<file path="config.mk">
export PLATFORM = sky130hd
export DESIGN_NAME = virq_ack_unit
export DESIGN_NICKNAME = d
export VERILOG_FILES = /design/src/rtl/vack_pkg.sv /design/src/rtl/vack_arbiter.sv /design/src/rtl/vack_matcher.sv /design/src/rtl/vack_lr_bank.sv /design/src/rtl/virq_ack_unit.sv
export SDC_FILE = /design/constraint.sdc
export NUM_CORES = 1
export LEC_CHECK = 0
export ABC_AREA = 1
export BUFFER_PORTS_ARGS = -buffer_cell sky130_fd_sc_hd__buf_2
export CORE_ASPECT_RATIO = 1.5
export CORE_MARGIN = 3
export CORE_UTILIZATION = 36
export DETAILED_ROUTE_END_ITERATION = 8
export PLACE_DENSITY = 0.54
export RECOVER_POWER = 50
export SYNTH_ARGS = -nofsm -noshare
export SYNTH_HDL_FRONTEND = slang
export SYNTH_SLANG_ARGS = --single-unit
export TNS_END_PERCENT = 20
</file>
<file path="constraint.sdc">
create_clock -name clk -period 6.4 [get_ports clk]
set_clock_uncertainty 0.05 [all_clocks]
set_input_delay 0.64 -clock clk [delete_from_list [all_inputs] [get_ports clk]]
set_output_delay 0.64 -clock clk [all_outputs]
set_load 0.05 [all_outputs]
</file>
<file path="src/rtl/vack_pkg.sv">
// Shared constants and encodings for the virtual interrupt acknowledge unit.
// Assumes a fixed 10-bit virtual ID and 3-bit source CPU field.
package vack_pkg;
    localparam int VID_W = 10;
    localparam int SRC_W = 3;
    localparam int WD_W  = VID_W + SRC_W;
    localparam logic [31:0] SPURIOUS_ID = 32'd1023;

    typedef enum logic [1:0] {
        ST_INV  = 2'b00,
        ST_PEND = 2'b01,
        ST_ACT  = 2'b10,
        ST_PACT = 2'b11
    } lr_st_e;

    typedef enum logic [1:0] {
        RA_CTRL  = 2'd0,
        RA_PMASK = 2'd1,
        RA_ACK   = 2'd2,
        RA_EOI   = 2'd3
    } reg_addr_e;
endpackage

</file>
<file path="src/rtl/vack_arbiter.sv">
// Picks the pending entry to acknowledge: strict-below-mask, lowest priority
// value, ties to the lowest index. Purely combinational; clk/rst_n feed the
// local assertions only.
module vack_arbiter
    import vack_pkg::*;
#(
    parameter int NUM_LR = 4,
    parameter int PRIO_W = 5,
    localparam int IDX_W = (NUM_LR > 1) ? $clog2(NUM_LR) : 1
) (
    input  logic              clk,
    input  logic              rst_n,
    input  lr_st_e            st_i   [NUM_LR],
    input  logic [PRIO_W-1:0] prio_i [NUM_LR],
    input  logic [PRIO_W-1:0] pmask_i,
    output logic              win_v,
    output logic [IDX_W-1:0]  win_idx
);
    logic [PRIO_W-1:0] best;

    // Linear scan; strict compare keeps the earlier index on ties.
    always_comb begin
        win_v   = 1'b0;
        win_idx = '0;
        best    = '1;
        for (int i = 0; i < NUM_LR; i++) begin
            if (st_i[i] == ST_PEND && prio_i[i] < pmask_i &&
                (!win_v || prio_i[i] < best)) begin
                win_v   = 1'b1;
                win_idx = IDX_W'(i);
                best    = prio_i[i];
            end
        end
    end


    win_eligible_chk: assert property (@(posedge clk) disable iff (!rst_n)
        win_v |-> (st_i[win_idx] == ST_PEND && prio_i[win_idx] < pmask_i));
endmodule

</file>
<file path="src/rtl/vack_matcher.sv">
// Finds the lowest-indexed active or pending-and-active entry whose
// virtual ID and source CPU equal the EOI value. Combinational.
module vack_matcher
    import vack_pkg::*;
#(
    parameter int NUM_LR = 4,
    localparam int IDX_W = (NUM_LR > 1) ? $clog2(NUM_LR) : 1
) (
    input  logic             clk,
    input  logic             rst_n,
    input  lr_st_e           st_i  [NUM_LR],
    input  logic [VID_W-1:0] vid_i [NUM_LR],
    input  logic [SRC_W-1:0] cpu_i [NUM_LR],
    input  logic [VID_W-1:0] q_vid,
    input  logic [SRC_W-1:0] q_cpu,
    output logic             hit,
    output logic [IDX_W-1:0] hit_idx
);
    // Scan from the top so the lowest matching index is kept last.
    always_comb begin
        hit     = 1'b0;
        hit_idx = '0;
        for (int i = NUM_LR - 1; i >= 0; i--) begin
            if (st_i[i][1] && vid_i[i] == q_vid && cpu_i[i] == q_cpu) begin
                hit     = 1'b1;
                hit_idx = IDX_W'(i);
            end
        end
    end


    hit_matches_chk: assert property (@(posedge clk) disable iff (!rst_n)
        hit |-> (st_i[hit_idx][1] && vid_i[hit_idx] == q_vid && cpu_i[hit_idx] == q_cpu));
endmodule

</file>
<file path="src/rtl/vack_lr_bank.sv">
// Storage for the list-register entries and their state transitions.
// Assumes acknowledge and retire never arrive in the same cycle; a load
// to an entry overrides either update to that entry.
module vack_lr_bank
    import vack_pkg::*;
#(
    parameter int NUM_LR = 4,
    parameter int PRIO_W = 5,
    localparam int IDX_W = (NUM_LR > 1) ? $clog2(NUM_LR) : 1
) (
    input  logic              clk,
    input  logic              rst_n,
    input  logic              ld_we,
    input  logic [IDX_W-1:0]  ld_idx,
    input  logic [VID_W-1:0]  ld_vid,
    input  logic [SRC_W-1:0]  ld_cpu,
    input  logic [PRIO_W-1:0] ld_prio,
    input  logic [1:0]        ld_st,
    input  logic              ld_hw,
    input  logic              ld_nt,
    input  logic              take_v,
    input  logic [IDX_W-1:0]  take_idx,
    input  logic              ret_v,
    input  logic [IDX_W-1:0]  ret_idx,
    output lr_st_e            st_o   [NUM_LR],
    output logic [VID_W-1:0]  vid_o  [NUM_LR],
    output logic [SRC_W-1:0]  cpu_o  [NUM_LR],
    output logic [PRIO_W-1:0] prio_o [NUM_LR],
    output logic              hw_o   [NUM_LR],
    output logic              eoi_pulse_o,
    output logic [IDX_W-1:0]  eoi_idx_o
);
    logic nt_q [NUM_LR];

    // Per-entry field storage with load priority over bus-driven updates.
    always_ff @(posedge clk) begin
        for (int i = 0; i < NUM_LR; i++) begin
            if (!rst_n) begin
                st_o[i]   <= ST_INV;
                vid_o[i]  <= '0;
                cpu_o[i]  <= '0;
                prio_o[i] <= '0;
                hw_o[i]   <= 1'b0;
                nt_q[i]   <= 1'b0;
            end else if (ld_we && ld_idx == IDX_W'(i)) begin
                st_o[i]   <= lr_st_e'(ld_st);
                vid_o[i]  <= ld_vid;
                cpu_o[i]  <= ld_cpu;
                prio_o[i] <= ld_prio;
                hw_o[i]   <= ld_hw;
                nt_q[i]   <= ld_nt;
            end else if (take_v && take_idx == IDX_W'(i)) begin
                st_o[i] <= ST_ACT;
            end else if (ret_v && ret_idx == IDX_W'(i)) begin
                st_o[i] <= (st_o[i] == ST_PACT) ? ST_PEND : ST_INV;
            end
        end
    end

    // Notify pulse for a retired entry whose flag was set.
    always_ff @(posedge clk) begin
        if (!rst_n) begin
            eoi_pulse_o <= 1'b0;
            eoi_idx_o   <= '0;
        end else begin
            eoi_pulse_o <= ret_v && nt_q[ret_idx];
            eoi_idx_o   <= ret_idx;
        end
    end


    ack_marks_active_chk: assert property (@(posedge clk) disable iff (!rst_n)
        (take_v && !(ld_we && ld_idx == take_idx)) |=> st_o[$past(take_idx)] == ST_ACT);


    pulse_after_retire_chk: assert property (@(posedge clk) disable iff (!rst_n)
        eoi_pulse_o |-> $past(ret_v));
endmodule

</file>
<file path="src/rtl/virq_ack_unit.sv">
// Guest-facing acknowledge/EOI unit for one virtual CPU context.
// Register bus: one-cycle strobes, reads answered the following cycle.
// Assumes a single bus access per cycle; list entries loaded by the hypervisor.
module virq_ack_unit
    import vack_pkg::*;
#(
    parameter int NUM_LR = 4,
    parameter int PRIO_W = 5,
    localparam int IDX_W = (NUM_LR > 1) ? $clog2(NUM_LR) : 1
) (
    input  logic                clk,
    input  logic                rst_n,
    input  logic                bus_req,
    input  logic                bus_we,
    input  logic [1:0]          bus_addr,
    input  logic [WD_W-1:0]     bus_wdata,
    output logic [31:0]         bus_rdata,
    output logic                bus_rvalid,
    input  logic                lr_we,
    input  logic [IDX_W-1:0]    lr_idx,
    input  logic [VID_W-1:0]    lr_vid,
    input  logic [SRC_W-1:0]    lr_cpu,
    input  logic [PRIO_W-1:0]   lr_prio,
    input  logic [1:0]          lr_st,
    input  logic                lr_hw,
    input  logic                lr_notify,
    output logic [2*NUM_LR-1:0] lr_state,
    output logic                ack_hw_err,
    output logic                eoi_pulse,
    output logic [IDX_W-1:0]    eoi_idx
);
    lr_st_e            st   [NUM_LR];
    logic [VID_W-1:0]  vid  [NUM_LR];
    logic [SRC_W-1:0]  cpu  [NUM_LR];
    logic [PRIO_W-1:0] prio [NUM_LR];
    logic              hw   [NUM_LR];

    logic              ctl_en;
    logic [PRIO_W-1:0] pmask;
    logic              win_v, hit;
    logic [IDX_W-1:0]  win_idx, hit_idx;
    logic              ack_rd, eoi_wr, grant, hw_block;
    logic [31:0]       rd_nxt;

    // Decode of the single-cycle bus strobe.
    always_comb begin
        ack_rd   = bus_req && !bus_we && bus_addr == RA_ACK;
        eoi_wr   = bus_req &&  bus_we && bus_addr == RA_EOI;
        grant    = ack_rd && ctl_en && win_v && !hw[win_idx];
        hw_block = ack_rd && ctl_en && win_v &&  hw[win_idx];
    end

    vack_arbiter #(.NUM_LR(NUM_LR), .PRIO_W(PRIO_W)) u_arb (
        .clk(clk), .rst_n(rst_n), .st_i(st), .prio_i(prio), .pmask_i(pmask),
        .win_v(win_v), .win_idx(win_idx)
    );

    vack_matcher #(.NUM_LR(NUM_LR)) u_match (
        .clk(clk), .rst_n(rst_n), .st_i(st), .vid_i(vid), .cpu_i(cpu),
        .q_vid(bus_wdata[VID_W-1:0]), .q_cpu(bus_wdata[WD_W-1:VID_W]),
        .hit(hit), .hit_idx(hit_idx)
    );

    vack_lr_bank #(.NUM_LR(NUM_LR), .PRIO_W(PRIO_W)) u_bank (
        .clk(clk), .rst_n(rst_n),
        .ld_we(lr_we), .ld_idx(lr_idx), .ld_vid(lr_vid), .ld_cpu(lr_cpu),
        .ld_prio(lr_prio), .ld_st(lr_st), .ld_hw(lr_hw), .ld_nt(lr_notify),
        .take_v(grant), .take_idx(win_idx),
        .ret_v(eoi_wr && hit), .ret_idx(hit_idx),
        .st_o(st), .vid_o(vid), .cpu_o(cpu), .prio_o(prio), .hw_o(hw),
        .eoi_pulse_o(eoi_pulse), .eoi_idx_o(eoi_idx)
    );

    // Flatten entry states for the hypervisor view.
    always_comb begin
        for (int i = 0; i < NUM_LR; i++) lr_state[2*i +: 2] = st[i];
    end

    // Control and priority-mask registers.
    always_ff @(posedge clk) begin
        if (!rst_n) begin
            ctl_en <= 1'b0;
            pmask  <= '1;
        end else if (bus_req && bus_we) begin
            if (bus_addr == RA_CTRL)  ctl_en <= bus_wdata[0];
            if (bus_addr == RA_PMASK) pmask  <= bus_wdata[PRIO_W-1:0];
        end
    end

    // Read data selection for the access in flight.
    always_comb begin
        unique case (reg_addr_e'(bus_addr))
            RA_CTRL:  rd_nxt = {31'b0, ctl_en};
            RA_PMASK: rd_nxt = 32'(pmask);
            RA_ACK:   rd_nxt = grant ? 32'({cpu[win_idx], vid[win_idx]}) : SPURIOUS_ID;
            default:  rd_nxt = '0;
        endcase
    end

    // Registered read response and error flag.
    always_ff @(posedge clk) begin
        if (!rst_n) begin
            bus_rdata  <= '0;
            bus_rvalid <= 1'b0;
            ack_hw_err <= 1'b0;
        end else begin
            bus_rvalid <= bus_req && !bus_we;
            ack_hw_err <= hw_block;
            if (bus_req && !bus_we) bus_rdata <= rd_nxt;
        end
    end


    spurious_when_off_chk: assert property (@(posedge clk) disable iff (!rst_n)
        ($past(rst_n) && $past(ack_rd && !ctl_en)) |-> bus_rdata == SPURIOUS_ID);


    err_only_on_ack_chk: assert property (@(posedge clk) disable iff (!rst_n)
        ack_hw_err |-> ($past(ack_rd && ctl_en) && bus_rdata == SPURIOUS_ID));


    rvalid_source_chk: assert property (@(posedge clk) disable iff (!rst_n)
        bus_rvalid |-> $past(bus_req && !bus_we));
endmodule

</file>
## After elaboration in Yosys (flattened, before gate mapping)

Memory sizes are Yosys's and may differ from the RTL's.
Index checks and enable logic that the tools add are counted.

| word-level totals | value |
|---|---|
| output and inout bits | 45 |
| memory bits (writable) | 4 |
| logic and storage cells | 186 |
| register bits after elaboration | 127 |
| memories | 1 |

Memories:

| name | depth | width | rd ports | clocked after Yosys merged registers in | write ports | RTL line | source |
|---|---|---|---|---|---|---|---|
| u_bank.nt_q | 4 | 1 | 1 | 0 | 4 | vack_lr_bank.sv:33 | `logic nt_q [NUM_LR];` |

| cells by class | value |
|---|---|
| order comparisons | 8 |
| bitwise operators | 5 |
| eq/ne operators | 28 |
| multiplexer cells | 62 |
| reductions and logical operators | 55 |

Operators by type and width:

| operator | count |
|---|---|
| $eq 10x10->1 | 4 |
| $pmux 13 s3 | 1 |
| $logic_and 1x1->1 | 37 |
| $mux 2 | 18 |
| $lt 5x5->1 | 7 |
| $mux 1 | 32 |
| $eq 2x2->1 const B | 12 |
| $bmux 10 s2 | 1 |
| $mux 10 | 2 |
| $eq 2x1->1 const B | 8 |
| $mux 5 | 3 |
| $mux 13 | 1 |
| $eq 3x3->1 | 4 |
| $reduce_bool 3->1 | 4 |
| $logic_not 2->1 | 4 |
| $bmux 3 s2 | 1 |
| $mux 3 | 2 |
| $logic_not 1->1 | 5 |
| $or 1x1->1 | 4 |
| $reduce_and 2->1 | 2 |
| $ge 3x3->1 const B | 1 |
| $logic_or 1x1->1 | 3 |
| $not 2->3 | 1 |
| $bmux 1 s2 | 1 |

## Logic depth before layout (Yosys ltp)

| depth | value |
|---|---|
| word-level depth | 24 |
| mapped depth | 44 |
| gate-level depth less buffers | 43 |

## By module

A second synthesis with hierarchy kept.

| second synthesis, totals | value |
|---|---|
| cells, all modules | 960 |
| area, all modules | 6,466.2 um^2 |

By module, submodules not included:

| module | cells an instance | sequential area each (um^2) | times used | area each (um^2) |
|---|---|---|---|---|
| vack_lr_bank | 364 | 1,851.8 | 1 | 3,128.0 |
| virq_ack_unit | 227 | 420.4 | 1 | 1,428.9 |
| vack_arbiter | 160 | 0.0 | 1 | 1,022.2 |
| vack_matcher | 209 | 0.0 | 1 | 887.1 |

## Worst setup path before layout

Ideal clock, no wire load.

| path | value |
|---|---|
| path type | register -> register |
| start point | reg u_bank.st_o[6] (netlist bit) |
| end point | reg bus_rdata[1] |
| required time | 6,232 ps |
| period minus slack after synthesis | 5,105 ps |
| slack | 1,295 ps |
| cell stages (with the launch flop) | 38 |
| setup time | 118 ps |
| path buffers | 2 |
| arrival | 4,937 ps |
| cell sequence | dfxtp_1 -> nand3_2 -> nor2_4 -> nand3_2 -> nor2_1 -> ha_1 -> o21a_1 -> nand2_1 -> nor2_1 -> nand2_1 -> nand2_1 -> nand2_2 -> nand2_4 -> o21ai_0 -> ha_1 -> a21oi_1 -> nor2_1 -> a211oi_1 -> [2 not listed] -> nand2_4 -> clkbuf_1 -> nand2_1 -> o21ai_0 -> ha_1 -> a21oi_1 -> nor2_1 -> a211oi_1 -> nand2_1 -> nand2_2 -> nand2_8 -> nand3_1 -> nand3_4 -> nor3_4 -> buf_6 -> nand2_1 -> a21oi_1 -> nor2_1 |

| between the ends | value |
|---|---|
| word-level cells in the longest chain between the ends | 23 |
| elaborated cells on any way between the ends | 36 |
| those cells by class | order compare: 3; eq/ne: 1; mux: 18; bitwise: 1; reduce/logical: 13 |

Ends and longest elaborated chain:

| what | RTL line | source |
|---|---|---|
| start: declaration | vack_lr_bank.sv:25 | `output lr_st_e st_o [NUM_LR],` |
| start signal: indexed assignment | vack_lr_bank.sv:46 | `st_o[i] <= lr_st_e'(ld_st);` |
| start signal: indexed assignment | vack_lr_bank.sv:55 | `st_o[i] <= (st_o[i] == ST_PACT) ? ST_PEND : ST_INV;` |
| $eq 2x1->1 (*) | vack_arbiter.sv:27 | `if (st_i[i] == ST_PEND && prio_i[i] < pmask_i &&` |
| $logic_and 1x1->1 (*) | vack_arbiter.sv:27 |  |
| $mux 5 / $mux 1 (equally long branches) | vack_arbiter.sv:27 |  |
| $lt 5x5->1 / $logic_not 1->1 (equally long branches) | vack_arbiter.sv:28 | `(!win_v \|\| prio_i[i] < best)) begin` |
| $logic_or 1x1->1 | vack_arbiter.sv:28 |  |
| $logic_and 1x1->1 | vack_arbiter.sv:27 |  |
| $mux 5 / $mux 1 (equally long branches) | vack_arbiter.sv:27 |  |
| $lt 5x5->1 / $logic_not 1->1 (equally long branches) | vack_arbiter.sv:28 |  |
| [6 not listed] | - |  |
| $mux 2 | vack_arbiter.sv:27 |  |
| $not 2->3 (implied by the code) | virq_ack_unit.sv:49, virq_ack_unit.sv:95 |  |
| $bmux 1 s2 | virq_ack_unit.sv:49 | `grant = ack_rd && ctl_en && win_v && !hw[win_idx];` |
| $mux 1 (implied by the code) (2 in series) | virq_ack_unit.sv:49 |  |
| $logic_not 1->1 | virq_ack_unit.sv:49 |  |
| $logic_and 1x1->1 | virq_ack_unit.sv:49 |  |
| $mux 13 (*) | virq_ack_unit.sv:95 | `RA_ACK: rd_nxt = grant ? 32'({cpu[win_idx], vid[win_idx]}) : SPURIOUS_ID;` |
| $pmux 13 s3 (*) | virq_ack_unit.sv:92 | `unique case (reg_addr_e'(bus_addr))` |
| end signal: assignment | virq_ack_unit.sv:109 | `if (bus_req && !bus_we) bus_rdata <= rd_nxt;` |
| end: declaration | virq_ack_unit.sv:17 | `output logic [31:0] bus_rdata,` |

Every way passes the cells marked *; elsewhere a longest branch is shown, timed or not. The select of a mux whose other input is x is not followed.
A chain may end at the register's enable or synchronous reset.

## Final worst setup path

| path | value |
|---|---|
| start point | reg pmask[4] |
| end point | reg bus_rdata[1] |

| between the ends | value |
|---|---|
| word-level cells in the longest chain between the ends | 23 |
| elaborated cells on any way between the ends | 42 |
| those cells by class | order compare: 7; mux: 18; bitwise: 1; reduce/logical: 16 |

Ends and longest elaborated chain:

| what | RTL line | source |
|---|---|---|
| start: declaration | virq_ack_unit.sv:39 | `logic [PRIO_W-1:0] pmask;` |
| start signal: assignment | virq_ack_unit.sv:86 | `if (bus_addr == RA_PMASK) pmask <= bus_wdata[PRIO_W-1:0];` |
| $lt 5x5->1 | vack_arbiter.sv:27 |  |
| $logic_and 1x1->1 | vack_arbiter.sv:27 |  |
| $mux 5 / $mux 1 (equally long branches) | vack_arbiter.sv:27 |  |
| $lt 5x5->1 / $logic_not 1->1 (equally long branches) | vack_arbiter.sv:28 |  |
| $logic_or 1x1->1 | vack_arbiter.sv:28 |  |
| $logic_and 1x1->1 | vack_arbiter.sv:27 |  |
| $mux 5 / $mux 1 (equally long branches) | vack_arbiter.sv:27 |  |
| $lt 5x5->1 / $logic_not 1->1 (equally long branches) | vack_arbiter.sv:28 |  |
| [6 not listed] | - |  |
| $mux 2 | vack_arbiter.sv:27 |  |
| $not 2->3 (implied by the code) | virq_ack_unit.sv:49, virq_ack_unit.sv:95 |  |
| $bmux 1 s2 | virq_ack_unit.sv:49 |  |
| $mux 1 (implied by the code) (2 in series) | virq_ack_unit.sv:49 |  |
| $logic_not 1->1 | virq_ack_unit.sv:49 |  |
| $logic_and 1x1->1 | virq_ack_unit.sv:49 |  |
| $mux 13 (*) | virq_ack_unit.sv:95 |  |
| $pmux 13 s3 (*) | virq_ack_unit.sv:92 |  |

Marked as above.

==> results.sh <==
export IMPL_rsz0062_at_grt="false"
export IMPL_cp_slowest_cell="dfxtp_1"
export IMPL_syn_inst=899
export IMPL_fin_crit_ps=5780
export IMPL_ys_ff_latch=112
export IMPL_max_slew_margin_pct=-68.8
export IMPL_nets=1022
export IMPL_wl_per_cell_um=20.7
export IMPL_async_reset_ff_share_pct=0
export IMPL_portBuffers=69
export IMPL_synth_distinct_cells=51
export IMPL_grt_ovfl_total=0
export IMPL_comb_power_share_pct=14.1
export IMPL_ctsHoldBuffers=0
export IMPL_crit_top_cell="nand2_1"
export IMPL_layout_cells_non_filler=1170
export IMPL_holdWs_ps=419
export IMPL_ios=89
export IMPL_num_antenna_cells=0
export IMPL_hold_viol_final=0
export IMPL_seq_area_sq_um=2270
export IMPL_clk_latency_ps=370
export IMPL_drc=0
export IMPL_start_kind="flop"
export IMPL_grt_use_total_pct=25.0
export IMPL_clock_sinks=112
export IMPL_cp_end_kind="flop"
export IMPL_cts_root_buf="clkbuf_16"
export IMPL_cts_tree="built"
export IMPL_postCtsSetupBuffers=0
export IMPL_stdcell_area_sq_um=7180
export IMPL_htreeDepth=3
export IMPL_place_congestion=1.00
export IMPL_area_growth_synth_to_final_pct=11.7
export IMPL_wirelength_mm=24.2
export IMPL_clk_pin_slew_ps=80
export IMPL_dr_pass1_iters=5
export IMPL_synth_edf_count=3
export IMPL_vdd_drop_max_mv=0.111
export IMPL_placedCellCount=1152
export IMPL_grt_pass1_wl_mm=36.4
export IMPL_yosys_top_cells_area="dfxtp_1 34%, nand2_1 7.8%, inv_1 7.6%"
export IMPL_clockPowerShare_pct=38.5
export IMPL_yosysSeqAreaShare_pct=35.3
export IMPL_fin_util_pct=41.2
export IMPL_power_density_nw_per_um2=220
export IMPL_synth_top_area_share_pct=33.9
export IMPL_start_util_pct=36.9
export IMPL_ys_top_cells_by_count="133 x nand2_1, 131 x inv_1, 109 x dfxtp_1, 76 x nor2_1, 67 x o21ai_0"
export IMPL_net_switching_power_mw=0.488
export IMPL_critPathArrivalTime_ps=5990
export IMPL_std_cell_rows=59
export IMPL_dr_first_iter_drc_count=452
export IMPL_via_count=6397
export IMPL_synth_top_flop_cell="dfxtp_1"
export IMPL_synth_area_sq_um=6430
export IMPL_max_stage_delay_ps=300
export IMPL_final_antenna_net_count=0
export IMPL_cap_violations=1
export IMPL_multi_input_area_sq_um=3460
export IMPL_fmax_mhz=173
export IMPL_grt_pass1_vias=6369
export IMPL_yosysTopAreaCell="dfxtp_1"
export IMPL_tns_ps=0
export IMPL_placeableCoreArea_sq_um=17400
export IMPL_failed_checks="capacitance limit, slew limit"
export IMPL_synth_most_common_cell="nand2_1"
export IMPL_die_x_um=115
export IMPL_crit_required_ps=6600
export IMPL_synth_warnings=0
export IMPL_seq_power_share_pct=47.4
export IMPL_antenna_found_initial=0
export IMPL_grt_max_degree=56
export IMPL_swShare_pct=30.8
export IMPL_fillers=1888
export IMPL_p_leak_nw=3.11
export IMPL_worstMarginPinSlew_ps=2530
export IMPL_clk_path_buf_depth=2
export IMPL_maxSlewViolCount=56
export IMPL_die_area_sq_um=19500
export IMPL_avgSynthCellArea_sq_um=7.16
export IMPL_routed_via_density=5.47
export IMPL_dp_final_hpwl_mm=18.4
export IMPL_die_h_um=170
export IMPL_run_status="complete, but fails checks"
export IMPL_cts_resized_gates=0
export IMPL_numCtsBuffers=9
export IMPL_min_path_type="reg2reg"
export IMPL_path_class="reg2reg"
export IMPL_setup_viol=0
export IMPL_dpl_cell_area_sq_um=6870
export IMPL_p_int_mw=1.10
export IMPL_drive_gt1_share_pct=10.1
export IMPL_worst_path_max_fanout=18
export IMPL_fin_crit_sh_pct=90.3
==> registers in the layout (all words and copies together) (netlist names) <==
| name | count |
|---|---|
| u_bank.eoi_idx_o | 2 |
| ctl_en | 1 |
| bus_rvalid | 1 |
| pmask | 5 |
| u_bank.cpu_o | 12 |
| u_bank.vid_o | 40 |
| u_bank.prio_o | 20 |
| u_bank.eoi_pulse_o | 1 |
| bus_rdata | 13 |
| u_bank.hw_o | 4 |
| u_bank.st_o | 8 |
| u_bank.nt_q | 4 |
| ack_hw_err | 1 |
==> through the flow <==
step / total power, mW / setup WS, ps
finish: 1.58 / 618
global route: 1.64 / 62.8
detailed placement: 0.989 / 536
global placement: 0.990 / 570
floorplan: 0.915 / 1300
CTS: 1.60 / 482
==> critical path: cells and delay by family (launching register included) <==
kind	cells	cell delay [ps]
buffers and inverters	2	320
flip-flops	1	300
AO/OA/AOI/OAI	8	1390
AND/OR/NAND/NOR	25	2480
adder cells (fa/ha/maj)	4	1110
==> layout make-up <==
class	instances	share of cell area [%]
clock buffer	9	3.13
clock inverter	7	1.20
inverter	135	7.09
multi-input combinational	621	48.2
sequential	112	31.6
tap	213	3.71
timing repair buffer	73	5.07
==> cell usage in the layout, fill, tap and decap left out, types with 5 or more instances in the layout <==
master and instances:
inv_1 131, o21a_1 5, o21ai_0 67, buf_2 43, nand2_2 6, dfxtp_1 109, nand3_1 49, nand3_2 7
o211ai_1 6, nor3_1 17, xor2_1 13, o2111ai_1 6, a21oi_1 51, o22ai_1 56, xnor2_1 5, nor4_1 12
clkbuf_1 27, nand4_1 26, nor2_1 76, ha_1 26, or2_2 5, o21ai_1 7, clkbuf_16 9, nand2_1 133
conb_1 19
==> kinds of logic after synthesis <==
| group | Yosys count | synth area share, % |
|---|---|---|
| adders and majority gates | 26 | 5.06 |
| AOI/OAI and AO/OA | 209 | 18.7 |
| DFF | 112 | 35.3 |
| buffers and inverters | 184 | 12.0 |
| xor gates and xnor gates | 18 | 2.45 |
| and+or+nand+nor | 349 | 26.4 |
| other | 1 | 0.0583 |
==> power groups by stage <==
stage / Combinational, mW / Sequential [mW] / Clock (mW)
detailed placement: 0.222 / 0.767 / 0
floorplan: 0.143 / 0.772 / 0
finish: 0.223 / 0.751 / 0.609
global placement: 0.223 / 0.768 / 0
global route: 0.244 / 0.754 / 0.645
CTS: 0.223 / 0.751 / 0.621
==> routing by layer <==
layer | wire (um) | vias to the layer above | track usage, %
met2 | 12700 | 241 | 45.5
met5 | 0 | - | 0
met4 | 1550 | 0 | 16.1
met3 | 1050 | 83 | 3.25
li1 | - | 3118 | -
met1 | 8890 | 2955 | 26.5
==> path summary, 6_finish.rpt <==
kind	cells after the start	start	endpoint	slack, ps
setup / recovery	39	pmask[4]	bus_rdata[1]	620
setup reg to reg	39	pmask[4]	bus_rdata[1]	620
hold / removal	2	bus_rdata[10]	bus_rdata[10]	420
hold reg to reg	2	bus_rdata[10]	bus_rdata[10]	420
Power figures use the tool's default switching activity.
